[config.mk]
export PLATFORM = sky130hd
export DESIGN_NAME = ref_mode_ctrl
export DESIGN_NICKNAME = d
export VERILOG_FILES = /design/src/rtl/ref_mode_pkg.sv /design/src/rtl/ref_select_qual.sv /design/src/rtl/mode_fsm.sv /design/src/rtl/status_pack.sv /design/src/rtl/ref_mode_ctrl.sv
export SDC_FILE = /design/constraint.sdc
export NUM_CORES = 1
export LEC_CHECK = 0
export BUFFER_PORTS_ARGS = -buffer_cell sky130_fd_sc_hd__buf_4
export CAP_MARGIN = 20
export CORE_MARGIN = 3
export CORE_UTILIZATION = 40
export CTS_BUF_LIST = sky130_fd_sc_hd__clkbuf_4
export CTS_CLUSTER_SIZE = 14
export DETAILED_ROUTE_END_ITERATION = 16
export GPL_TIMING_DRIVEN = 0
export PLACE_DENSITY = 0.71
export SYNTH_ARGS = -nofsm -noshare
export SYNTH_HDL_FRONTEND = slang
export SYNTH_SLANG_ARGS = --single-unit
[constraint.sdc]
create_clock -name clk -period 3.7 [get_ports clk]
set_clock_uncertainty 0.1 [all_clocks]
set_input_delay 0.37 -clock clk [delete_from_list [all_inputs] [get_ports clk]]
set_output_delay 0.37 -clock clk [all_outputs]
set_load 0.005 [all_outputs]
[src/rtl/ref_mode_pkg.sv]
package ref_mode_pkg;

    typedef enum logic [1:0] {
        ST_NORMAL    = 2'b00,
        ST_AUTO_HOLD = 2'b01,
        ST_HOLDOVER  = 2'b10,
        ST_FREERUN   = 2'b11
    } ctrl_state_t;

    typedef enum logic [1:0] {
        REQ_NORMAL = 2'b00,
        REQ_HOLD   = 2'b01,
        REQ_FREE   = 2'b10,
        REQ_KEEP   = 2'b11
    } mode_req_t;

    typedef enum logic [1:0] {
        CAUSE_NONE       = 2'b00,
        CAUSE_REF_FAIL   = 2'b01,
        CAUSE_ENTRY_QUAL = 2'b10,
        CAUSE_FORCED     = 2'b11
    } hold_cause_t;

    localparam int STATUS_W = 7;

endpackage

[src/rtl/ref_select_qual.sv]
module ref_select_qual #(
    parameter int QUAL_TICKS = 35
) (
    input  logic clk,
    input  logic rst_n,
    input  logic ref_sel,
    input  logic pri_ok,
    input  logic sec_ok,
    input  logic ms_tick,
    output logic active_ok,
    output logic any_ok,
    output logic qualified
);
    localparam int CNT_W = $clog2(QUAL_TICKS + 1);
    localparam logic [CNT_W-1:0] QUAL_MAX = CNT_W'(QUAL_TICKS);

    logic [CNT_W-1:0] qual_cnt;

    assign active_ok = ref_sel ? sec_ok : pri_ok;
    assign any_ok    = pri_ok | sec_ok;

    // count ticks while the active reference holds, restart on any drop
    always_ff @(posedge clk or negedge rst_n) begin
        if (!rst_n) begin
            qual_cnt <= '0;
        end else if (!active_ok) begin
            qual_cnt <= '0;
        end else if (ms_tick && qual_cnt != QUAL_MAX) begin
            qual_cnt <= qual_cnt + 1'b1;
        end
    end

    assign qualified = active_ok && (qual_cnt == QUAL_MAX);

endmodule

[src/rtl/mode_fsm.sv]
module mode_fsm
    import ref_mode_pkg::*;
(
    input  logic        clk,
    input  logic        rst_n,
    input  logic [1:0]  mode_sel,
    input  logic        active_ok,
    input  logic        any_ok,
    input  logic        qualified,
    output ctrl_state_t state,
    output hold_cause_t cause,
    output logic        reject,
    output logic        lock_en
);
    mode_req_t   req;
    ctrl_state_t nxt_state;
    hold_cause_t nxt_cause;
    logic        nxt_reject;

    assign req = mode_req_t'(mode_sel);

    always_comb begin
        nxt_state = state;
        nxt_cause = cause;
        unique case (req)
            REQ_HOLD: begin
                nxt_state = ST_HOLDOVER;
                nxt_cause = CAUSE_FORCED;
            end
            REQ_FREE: begin
                nxt_state = ST_FREERUN;
                nxt_cause = CAUSE_NONE;
            end
            REQ_KEEP: begin
                nxt_state = state;
            end
            REQ_NORMAL: begin
                unique case (state)
                    ST_NORMAL: begin
                        if (!active_ok) begin
                            nxt_state = ST_AUTO_HOLD;
                            nxt_cause = CAUSE_REF_FAIL;
                        end
                    end
                    ST_AUTO_HOLD: begin
                        if (qualified) begin
                            nxt_state = ST_NORMAL;
                            nxt_cause = CAUSE_NONE;
                        end
                    end
                    ST_HOLDOVER, ST_FREERUN: begin
                        if (any_ok) begin
                            nxt_state = ST_AUTO_HOLD;
                            nxt_cause = CAUSE_ENTRY_QUAL;
                        end
                    end
                endcase
            end
        endcase
    end

    assign nxt_reject = (req == REQ_NORMAL) && !any_ok &&
                        (state == ST_HOLDOVER || state == ST_FREERUN);

    // state register
    always_ff @(posedge clk or negedge rst_n) begin
        if (!rst_n) begin
            state <= ST_FREERUN;
            cause <= CAUSE_NONE;
        end else begin
            state <= nxt_state;
            cause <= nxt_cause;
        end
    end

    // registered outputs
    always_ff @(posedge clk or negedge rst_n) begin
        if (!rst_n) begin
            lock_en <= 1'b0;
            reject  <= 1'b0;
        end else begin
            lock_en <= (state == ST_AUTO_HOLD) && (nxt_state == ST_NORMAL);
            reject  <= nxt_reject;
        end
    end

endmodule

[src/rtl/status_pack.sv]
module status_pack
    import ref_mode_pkg::*;
(
    input  ctrl_state_t          state,
    input  hold_cause_t          cause,
    input  logic                 reject,
    input  logic                 active_ok,
    input  logic                 qualified,
    output logic [STATUS_W-1:0]  status
);
    assign status = {qualified, active_ok, reject, cause, state};
endmodule

[src/rtl/ref_mode_ctrl.sv]
module ref_mode_ctrl
    import ref_mode_pkg::*;
#(
    parameter int QUAL_TICKS = 35
) (
    input  logic                clk,
    input  logic                rst_n,
    input  logic [1:0]          mode_sel,
    input  logic                ref_sel,
    input  logic                pri_ok,
    input  logic                sec_ok,
    input  logic                ms_tick,
    output logic [1:0]          mode,
    output logic                lock_en,
    output logic [STATUS_W-1:0] status
);
    logic        active_ok;
    logic        any_ok;
    logic        qualified;
    ctrl_state_t state;
    hold_cause_t cause;
    logic        reject;

    ref_select_qual #(.QUAL_TICKS(QUAL_TICKS)) u_qual (
        .clk       (clk),
        .rst_n     (rst_n),
        .ref_sel   (ref_sel),
        .pri_ok    (pri_ok),
        .sec_ok    (sec_ok),
        .ms_tick   (ms_tick),
        .active_ok (active_ok),
        .any_ok    (any_ok),
        .qualified (qualified)
    );

    mode_fsm u_fsm (
        .clk       (clk),
        .rst_n     (rst_n),
        .mode_sel  (mode_sel),
        .active_ok (active_ok),
        .any_ok    (any_ok),
        .qualified (qualified),
        .state     (state),
        .cause     (cause),
        .reject    (reject),
        .lock_en   (lock_en)
    );

    status_pack u_stat (
        .state     (state),
        .cause     (cause),
        .reject    (reject),
        .active_ok (active_ok),
        .qualified (qualified),
        .status    (status)
    );

    assign mode = state;

endmodule

==> results of run 1 <==
[cells in the final DEF (no fill, tap or decap), drive strengths merged, types with 3 or more instances in the layout]
| cell | instances |
|---|---|
| buf | 23 |
| dfrtp | 10 |
| nor2 | 8 |
| nand2 | 7 |
| a21oi | 5 |
| clkbuf | 4 |
| xor2 | 3 |
| o21ai | 3 |
| inv | 3 |
| nand4 | 3 |
[state kept, by name, summed over array words and instances, names as in the netlist]
register         flops
u_fsm.cause          2
u_fsm.lock_en        1
u_fsm.reject         1
u_fsm.state          2
u_qual.qual_cnt      6
[how the worst max path moves through the flow]
stage	end	slack [ps]	cells after the start
after global routing	status[6]	1540	6
after global placement	status[6]	1930	6
final	status[6]	1630	6
after detailed placement	status[6]	1930	6
after floorplan	u_fsm.cause[0]$_DFFE_PN0P_	2050	5
after CTS	status[6]	1630	6
[cell usage after synthesis (all sizes together) (2+ instances only)]
cell type / count
nor3b: 2
inv: 3
or3: 2
nor2: 8
nor4: 2
xor2: 3
dfstp: 2
nor3: 2
o21ai: 3
dfrtp: 10
nand4: 3
nand2: 7
buf: 7
o21a: 2
a21oi: 5
[repair_timing]
action / 4_1_cts / 5_1_grt
endpoints found under the hold margin: 10 / 0
buffers inserted: 0 / 0
hold buffers: 1 / 0
[metal layers]
layer,global-route usage (%),vias to the layer above,share of wire [%]
met5,0,-,0
met4,4.84,0,0.85
met3,5.64,4,3.9
met2,22.7,9,48
met1,17.5,273,48
li1,-,303,-
[logic make-up after synthesis]
group / count (synthesis) / synth area share (%)
compound gates: 16 / 16.0
flops: 12 / 43.1
fa+ha+maj: 1 / 1.78
simple gates: 30 / 24.4
xor+xnor: 3 / 3.74
mux: 1 / 1.42
buf+inv: 11 / 9.61
[power by group]
group          internal [mW]  switching [mW]  total [mW]
Sequential             0.140         0.00758       0.148
Combinational         0.0325          0.0267      0.0593
Clock                 0.0390          0.0408      0.0799
[metrics by stage]
step | instances | util [%] | setup WS, ps | cell area (µm²) | hold slack (ps)
2_1_floorplan | 74 | - | 2050 | 703 | -25.6
3_3_place_gp | 106 | 53.5 | 1930 | 843 | 116
3_5_place_dp | 106 | 53.5 | 1930 | 843 | 118
6_report | 111 | 55.8 | 1630 | 880 | 221
4_1_cts | 111 | 55.8 | 1630 | 880 | 215
5_1_grt | 111 | 55.8 | 1540 | 880 | 205
[layout make-up]
| type | count | area share, % |
|---|---|---|
| sequential | 12 | 34.4 |
| multi-input combinational | 51 | 37.8 |
| inverter | 3 | 1.28 |
| clock buffer | 3 | 2.56 |
| timing repair buffer | 17 | 14.8 |
| buffer | 8 | 6.40 |
| clock inverter | 1 | 0.427 |
| tap | 16 | 2.28 |
[worst reg2reg max path: stages, from the launching register on]
cell,delay (ps)
dfstp_2,540
buf_4,150
or3b_4,420
nor3b_2,180
nor3b_1,80
a311oi_2,180
==> metrics.md, run 1 <==
| Metric | Value |
|---|---|
| WL/cell | 12.7 µm |
| Register Area | 303 µm² |
| Register area share after synthesis | 43.1% |
| Worst Hold Path Cells | 2 |
| Most used cell, CP | buf_4 |
| Unrepaired setup endpoints after global routing | no |
| YS warnings | 0 |
| DRT Pass-1 Iters | 4 |
| Vias per Instance | 5.31 |
| Number of global-route vias before repair | 534 |
| HP Class | primary input to register |
| Total congestion overflow | 0 |
| PwrDens | 326 nW/µm² |
| N_diodes | 0 |
| Area leader, netlist | dfrtp_1 |
| Core ar. | 1580 µm² |
| Die Area | 2300 µm² |
| HPWL Detailed | 1.09 mm |
| Die span in x | 47.9 µm |
| Syn Nets | 83 |
| Vias post-DR | 589 |
| Reg2Reg Depth | 5 |
| Total Power | 0.287 mW |
| Slowest CP cell | dfrtp_1 |
| Final setup fails | 0 |
| Setup TNS | 0 ps |
| Ranking of synthesized cells by area | dfrtp_1 36%, buf_4 7.5%, dfstp_2 7.5% |
| FP Rows | 14 |
| Worst Path Arrival | 1600 ps |
| Slew HR | 72.3% |
| CTS Root Cell | clkbuf_4 |
| Worst setup EP type | output pin |
| Crit path max-delay family | simple AND/OR/NAND/NOR gates |
| Top FF cell, synth | dfrtp_1 |
| WL final | 1.41 mm |
| Clock Pin Slew Worst Setup and Hold Paths | 70 ps |
| Post-synth top area share | 35.6% |
| Min Tclk post-route | 2070 ps |
| Synth-to-Final Area Change | 25.1% |
| Final worst-path cycle share | 55.9% |
| Max-capacitance violation count | 0 |
| Chip Height | 47.9 µm |
| Crit Reg-Reg Endpoint | u_fsm.cause[0]$_DFFE_PN0P_ |
| Final Hold Viols | 0 |
| Largest net degree at the start of global routing | 13 |
| CP startpoint kind | register |
| Multi-input logic area | 333 µm² |
| CTS tree | yes |
| FF-to-FF setup slack | 1950 ps |
| CTS H-tree lvls | 1 |
| Crit. Startpoint | u_qual.qual_cnt[0]$_DFFE_PN0P_ |
| VDD IR max | 0.276 mV |
| Layout cells sized above 1 | 36.8% |
| Max-slew violations | 0 |
| Mean Syn Cell Area | 9.50 µm² |
| Count of boundary I/O pins | 18 |
| CP required | 3230 ps |
| Starting Density | 44.6% |
| Clock tree sinks | 12 |
| Post_cts resized | 0 |
| Post-synth EDFFs | 0 |
| # fillers | 153 |
| Post-Syn Area | 703 µm² |
| DR iter-0 viols | 7 |
| Critical R2R Launch | u_fsm.state[1]$_DFF_PN1_ |
| Synth cell types | 31 |
| Worst-Skew Late Latency | 270 ps |
| # DRC | 0 |
| Worst Tran Pin Value | 415 ps |
| Critical Path, Cell by Cell | ha_1, and4bb_2, nand2_1, nor2_1, buf_4, buf_4 |
| Register bit total from synthesis | 12 |
| F_max | 483 MHz |
| Final antenna-violating net count | 0 |
| Clock Path Buffers | 2 |
| HP Start | mode_sel[0] |
| Asr flop ratio synth | 100% |
| Worst Path Max Fanout | 4 |
| Leakage power | 0.403 nW |
| Post-Syn Instances | 74 |
| First-pass GRT wire length | 2.27 mm |
| Crit-path max cell delay | 410 ps |
| Quantity of I/O buffers inserted on ports | 16 |
| Antenna violations before repair | 0 |
| Buffers & Inverters on Critical Path | 2 |
| Final nets | 105 |
| Total global-route track usage | 14.3% |
| Total CTS buffers | 3 |
| End of the worst hold path | u_fsm.reject$_DFF_PN0_ |
| GPL Wtd Cong | 0.808 |
| Crit Path Class | register to output pin |
| Status | completed |
(Power assumes the default switching activity.)
==> run 2, diff against run 1 <==
--- a/config.mk
+++ b/config.mk
@@ -13,7 +13,7 @@
 export CTS_CLUSTER_SIZE = 14
 export DETAILED_ROUTE_END_ITERATION = 16
 export GPL_TIMING_DRIVEN = 0
-export PLACE_DENSITY = 0.71
+export PLACE_DENSITY = 0.73
 export SYNTH_ARGS = -nofsm -noshare
 export SYNTH_HDL_FRONTEND = slang
 export SYNTH_SLANG_ARGS = --single-unit
==> constraint.sdc (replaced) <==
create_clock -name clk -period 1.8 [get_ports clk]
set_clock_uncertainty 0.1 [all_clocks]
set_input_delay 0.18 -clock clk [delete_from_list [all_inputs] [get_ports clk]]
set_output_delay 0.18 -clock clk [all_outputs]
set_load 0.005 [all_outputs]
==> run 2 against run 1 <==
Against the previous run: combinational power up 150%; flip-flop and latch count did not move; die area stayed put; routed wire length is 11% higher; critical path type unchanged; cell area is 8.4% higher; setup slack got worse by 1600 ps; count of clock-buffer cells in the layout is the same; core utilization rose by 4.7 points; clock power up 110%; hold slack lost 200 ps.
==> metrics.md, run 2 (synthesis gave the netlist of run 1 again) <==
| Metric | Value |
|---|---|
| Layout cells sized above 1 | 44.1% (+7.3 points) |
| DRT Pass-1 Iters | 3 (-1) |
| CTS H-tree lvls | 1 (unchanged) |
| # DRC | 0 (unchanged) |
| Antenna violations before repair | 0 (unchanged) |
| HP Class | primary input to register |
| Status | completed |
| Worst Path Arrival | 1450 ps (-150 ps) |
| CP required | 1520 ps (-1710 ps) |
| HPWL Detailed | 1.11 mm (+2.0%) |
| N_diodes | 0 (unchanged) |
| Final worst-path cycle share | 96.1% |
| Slew HR | 72.3% (about the same) |
| GPL Wtd Cong | 0.825 (+2.1%) |
| Largest net degree at the start of global routing | 13 (unchanged) |
| Total CTS buffers | 3 (unchanged) |
| Starting Density | 44.6% (unchanged) |
| Synth-to-Final Area Change | 35.6% |
| Post-Layout Cell Count | 118 (+6.3%) |
| Die span in x | 47.9 µm (unchanged) |
| F_max | 578 MHz |
| Worst Path Max Fanout | 3 (-1) |
| Max-capacitance violation count | 0 (unchanged) |
| Total congestion overflow | 0 (unchanged) |
| CTS Root Cell | clkbuf_4 |
| Top Registers | u_qual.qual_cnt x6, u_fsm.cause x2, u_fsm.state x2 |
| Worst setup EP type | output pin |
| # fillers | 140 (-8.5%) |
| Clock Pin Slew Worst Setup and Hold Paths | 80 ps (about the same) |
| Commonest non-fill, non-tap cell in the layout | buf_4 |
| Final Hold Viols | 0 (unchanged) |
| Setup TNS | 0 ps (unchanged) |
| Vias per Instance | 5.25 (-0.98%) |
| Final setup fails | 0 (unchanged) |
| Largest register by flop count | u_qual.qual_cnt |
| Register Area | 303 µm² (unchanged) |
| Die Area | 2300 µm² (unchanged) |
| Crit Path Class | register to output pin |
| Setup WS post-layout | 69.4 ps (-1560 ps) |
| Max reg flops | 6 (unchanged) |
| Final nets | 112 (+6.7%) |
| VDD IR max | 0.533 mV (+93%) |
| Multi-input logic area | 350 µm² (+5.3%) |
| Pre-CTS setup slack | 34.7 ps (-1890 ps) |
| Chip Height | 47.9 µm (unchanged) |
| PwrDens | 648 nW/µm² (+99%) |
| CP startpoint kind | register |
| CTS tree | yes |
| DR iter-0 viols | 6 (-1) |
| WL/cell | 13.2 µm (+4.6%) |
| Clock Path Buffers | 2 (unchanged) |
| # placed instances | 106 (unchanged) |
| WL final | 1.56 mm (+11%) |
| First-pass GRT wire length | 2.41 mm (+6.1%) |
| Worst hold slack | 23.9 ps (-197 ps) |
| FP Rows | 14 (unchanged) |
| Count of boundary I/O pins | 18 (unchanged) |
| Max-slew violations | 0 (unchanged) |
| Min Tclk post-route | 1730 ps |
| Worst-Skew Late Latency | 270 ps (about the same) |
| Total global-route track usage | 15.2% (+0.92 points) |
| Clock tree sinks | 12 (unchanged) |
| Commonest cells after routing, fill and taps aside | 29 x buf_4, 10 x dfrtp_1, 7 x nor2_1, 6 x nand2_1, 5 x a21oi_1 |
| Worst Tran Pin Value | 415 ps (-0.250 ps) |
| Core ar. | 1580 µm² (unchanged) |
| Vias post-DR | 620 (+5.3%) |
| Quantity of I/O buffers inserted on ports | 16 (unchanged) |
| Leakage power | 0.438 nW (+8.6%) |
| Number of global-route vias before repair | 574 (+7.5%) |
| Final antenna-violating net count | 0 (unchanged) |
## run 2: cell count changes in the layout (fill, tap and decap cells not counted), sizes merged
cell,delta
buf,+7
## run 2: report_power, final
part           total (mW)  internal [mW]  leakage [nW]  switching [mW]
clock               0.166         0.0803        0.0154          0.0859
combinational       0.147         0.0854         0.269          0.0614
sequential          0.305          0.288         0.154          0.0172
total               0.618          0.453         0.438           0.164
## run 2: worst max-delay path: stages, from the launching register on
cell      delay (ps)
dfrtp_1          410
ha_4             180
and4bb_2         230
nand2_2           90
nor2_2            40
buf_4            120
buf_4            120
## run 2: worst paths after layout
kind / startpoint / to / slack (ps) / depth (start not counted)
worst min-delay path: mode_sel[0] / u_fsm.lock_en$_DFF_PN0_ / 20 / 2
worst min register to register: u_fsm.cause[1]$_DFFE_PN0P_ / u_fsm.cause[1]$_DFFE_PN0P_ / 460 / 2
worst max register to register: u_fsm.state[1]$_DFF_PN1_ / u_fsm.cause[0]$_DFFE_PN0P_ / 80 / 5
max in group asynchronous: rst_n / u_fsm.state[0]$_DFF_PN1_ / 1190 / 2
worst max-delay path: u_qual.qual_cnt[1]$_DFFE_PN0P_ / status[6] / 70 / 6
min in group asynchronous: rst_n / u_qual.qual_cnt[3]$_DFFE_PN0P_ / 180 / 2
## run 2: routing by layer
metal,track usage [%],vias to the layer above,share of wire (%)
li1,-,318,-
met1,17.3,292,41
met2,25.6,8,55
met3,5.26,2,3.8
met4,6.45,0,0.77
met5,0,-,0
## run 2: cell type report
class | instances | share of cell area, %
Buffer | 8 | 6.30
Clock buffer | 3 | 2.36
Clock inverter | 1 | 0.394
Inverter | 3 | 1.18
Multi-Input combinational cell | 51 | 36.7
Sequential cell | 12 | 31.8
Tap cell | 16 | 2.10
Timing Repair Buffer | 24 | 19.2
## run 2: metrics by stage
step                      utilization [%]  power [mW]  area, µm²
final                                60.5       0.618        953
after global routing                 60.5       0.651        953
after CTS                            57.1       0.607        900
after detailed placement             53.5       0.430        843
after global placement               53.5       0.427        843
after floorplan                         -       0.373        703
## run 2: repair_timing
item,4_1_cts,5_1_grt
endpoints found under the hold margin,12,0
setup endpoints to repair,1,2
buffers inserted,2,5
gates resized for setup,2,3
hold buffers,1,0
pin swaps,1,2
==> run 3, diff against run 2 <==
--- a/config.mk
+++ b/config.mk
@@ -7,13 +7,15 @@
 export LEC_CHECK = 0
 export BUFFER_PORTS_ARGS = -buffer_cell sky130_fd_sc_hd__buf_4
 export CAP_MARGIN = 20
+export CELL_PAD_IN_SITES_DETAIL_PLACEMENT = 0
+export CELL_PAD_IN_SITES_GLOBAL_PLACEMENT = 2
 export CORE_MARGIN = 3
-export CORE_UTILIZATION = 40
+export CORE_UTILIZATION = 29
 export CTS_BUF_LIST = sky130_fd_sc_hd__clkbuf_4
 export CTS_CLUSTER_SIZE = 14
 export DETAILED_ROUTE_END_ITERATION = 16
 export GPL_TIMING_DRIVEN = 0
-export PLACE_DENSITY = 0.73
+export PLACE_DENSITY = 0.84
 export SYNTH_ARGS = -nofsm -noshare
 export SYNTH_HDL_FRONTEND = slang
 export SYNTH_SLANG_ARGS = --single-unit
==> run 3 against run 2 <==
Against the previous run: register-to-register slack about the same; highest routed layer unchanged; count of clock-buffer cells in the layout unchanged; critical endpoint unchanged; sequential share of layout area up 0.94 points.
==> metrics.md, run 3 (synthesis gave the netlist of run 1 again) <==
| Metric | Value |
|---|---|
| Vias per Instance | 4.94 (-5.9%) |
| Starting Density | 31.2% (-13 points) |
| Worst setup EP type | output pin |
| Largest register by flop count | u_qual.qual_cnt |
| F_max | 567 MHz (-1.9%) |
| Pre-CTS setup slack | 63.9 ps (+29.2 ps) |
| Vias post-DR | 623 (+0.48%) |
| N_diodes | 0 (unchanged) |
| Clock tree sinks | 12 (unchanged) |
| Buffers & Inverters on Critical Path | 2 (unchanged) |
| Worst Path Arrival | 1480 ps (+30 ps) |
| Final instance area | 926 µm² (-2.9%) |
| Commonest cells after routing, fill and taps aside | 25 x buf_4, 10 x dfrtp_1, 8 x nor2_1, 6 x nand2_1, 5 x a21oi_1 |
| Worst Tran Pin Value | 445 ps (+29.7 ps) |
| Clock Pin Slew Worst Setup and Hold Paths | 70 ps (about the same) |
| Min Tclk post-route | 1760 ps (+32.7 ps) |
| Post-Layout Cell Count | 126 (+6.8%) |
| Unrepaired setup endpoints after global routing | no |
| Setup WS post-layout | 36.8 ps (-32.7 ps) |
| Worst hold slack | 24.6 ps (+0.780 ps) |
| Final Hold Viols | 0 (unchanged) |
| # placed instances | 118 (+11%) |
| Final antenna-violating net count | 0 (unchanged) |
| DR iter-0 viols | 16 (+10) |
| Chip Height | 55.2 µm (+15%) |
| VDD IR max | 0.423 mV (-21%) |
| Combinational Power Share | 22.1% (-1.7 points) |
| Quantity of I/O buffers inserted on ports | 16 (unchanged) |
| Switch share | 26.4% (-0.24 points) |
| Switching power | 0.159 mW (-3.6%) |
| Max reg flops | 6 (unchanged) |
| CTS H-tree lvls | 1 (unchanged) |
| Final worst-path cycle share | 98.0% (+1.8 points) |
| Leakage power | 0.419 nW (-4.4%) |
| Total CTS buffers | 3 (unchanged) |
| Total Power | 0.601 mW (-2.7%) |
| Slew HR | 70.4% (-2.0 points) |
| Count of boundary I/O pins | 18 (unchanged) |
| CP required | 1520 ps (about the same) |
| Crit-path max cell delay | 400 ps (about the same) |
| WL/cell | 12.1 µm (-8.8%) |
| Number of global-route vias before repair | 556 (-3.1%) |
| Worst Path Max Fanout | 3 (unchanged) |
| Critical Path, Cell by Cell | ha_2, and4bb_2, nand2_2, nor2_1, buf_4, buf_4 |
| Max-capacitance violation count | 0 (unchanged) |
| Die Area | 3050 µm² (+33%) |
| Crit Path Class | register to output pin |
| Status | completed |
| Worst-Skew Late Latency | 270 ps (about the same) |
| CTS tree | yes |
| Most used cell, CP | buf_4 |
| Total congestion overflow | 0 (unchanged) |
| P_int | 0.443 mW (-2.4%) |
| PwrDens | 649 nW/µm² (+0.19%) |
| Core ar. | 2250 µm² (+43%) |
| DRT Pass-1 Iters | 4 (+1) |
| Clock Path Buffers | 2 (unchanged) |
| Commonest non-fill, non-tap cell in the layout | buf_4 |
| WL final | 1.52 mm (-2.6%) |
| Crit path max-delay family | flip-flops |
| Final core utilization | 41.1% (-19 points) |
| First-pass GRT wire length | 2.54 mm (+5.4%) |
| Final setup fails | 0 (unchanged) |
| Antenna violations before repair | 0 (unchanged) |
| HP Class | primary input to register |
| GPL Wtd Cong | 0.709 (-14%) |
| Largest net degree at the start of global routing | 13 (unchanged) |
| Slowest CP cell | dfrtp_1 |
| HPWL Detailed | 1.12 mm (+0.92%) |
| Total global-route track usage | 10.6% (-4.6 points) |
| CTS Root Cell | clkbuf_4 |
| DP Area | 858 µm² (+1.8%) |
| Die span in x | 55.2 µm (+15%) |
| Synth-to-Final Area Change | 31.7% |
| CP startpoint kind | register |
| Layout cells sized above 1 | 40.8% (-3.3 points) |
| FP Rows | 17 (+3) |
| Power share of the clock group | 27.5% (+0.6 points) |
| Final nets | 108 (-3.6%) |
| Top Registers | u_qual.qual_cnt x6, u_fsm.cause x2, u_fsm.state x2 |
| # DRC | 0 (unchanged) |
| Setup TNS | 0 ps (unchanged) |
| Max-slew violations | 0 (unchanged) |
| Seq pwr share | 50.4% (+1.0 points) |
==> run 3: changes by cell type in the layout (fill, tap and decap cells not counted), sizes merged <==
cell  delta
buf      -4
==> run 3: worst register-to-register path, stage by stage (launching register included) <==
cell	delay, ps
dfstp_2	550
buf_6	130
or3b_4	410
nor3b_2	180
nor3b_1	80
a311oi_2	170
==> run 3: repair_timing <==
item,CTS,global route
gates resized for setup,2,1
hold buffers,1,0
hold endpoints to repair,12,0
pin swaps,1,1
setup endpoints to repair,1,2
setup buffers,2,1
==> run 3: layout make-up <==
cell class                      count  area [µm²]
Buffer                              8        60.1
Clock inverter                      1        3.75
Inverter                            3        11.3
Sequential cell                    12         303
Clock buffer                        3        22.5
Fill cell                         247        1330
Timing Repair Buffer               20         153
Tap cell                           28        35.0
Multi-Input combinational cell     51         338
==> run 3: power groups by stage <==
stage	clock network, mW	registers [mW]	logic, mW
6_report	0.166	0.303	0.133
2_1_floorplan	0	0.306	0.0666
5_1_grt	0.188	0.306	0.146
4_1_cts	0.174	0.303	0.129
3_5_place_dp	0	0.309	0.122
3_3_place_gp	0	0.308	0.121
==> run 3: per-layer routing <==
layer / GRT usage, % / share of wire (%) / up-vias / wire, µm
met2: 17.4 / 52 / 15 / 789
met3: 3.50 / 3.9 / 2 / 60
li1: - / - / 310 / -
met5: 0 / 0 / - / 0
met1: 12.4 / 42 / 296 / 643
met4: 5.21 / 1.8 / 0 / 27
==> run 3: worst paths after layout <==
| kind | to | slack, ps | startpoint | cells past startpoint |
|---|---|---|---|---|
| worst max-delay path | status[6] | 40 | u_qual.qual_cnt[1]$_DFFE_PN0P_ | 6 |
| worst min-delay path | u_fsm.lock_en$_DFF_PN0_ | 20 | mode_sel[0] | 2 |
| worst max register to register | u_fsm.cause[0]$_DFFE_PN0P_ | 80 | u_fsm.state[1]$_DFF_PN1_ | 5 |
| worst min register to register | u_fsm.state[0]$_DFF_PN1_ | 460 | u_fsm.state[0]$_DFF_PN1_ | 2 |
| max in group asynchronous | u_fsm.state[0]$_DFF_PN1_ | 1190 | rst_n | 2 |
| min in group asynchronous | u_qual.qual_cnt[5]$_DFFE_PN0P_ | 180 | rst_n | 2 |
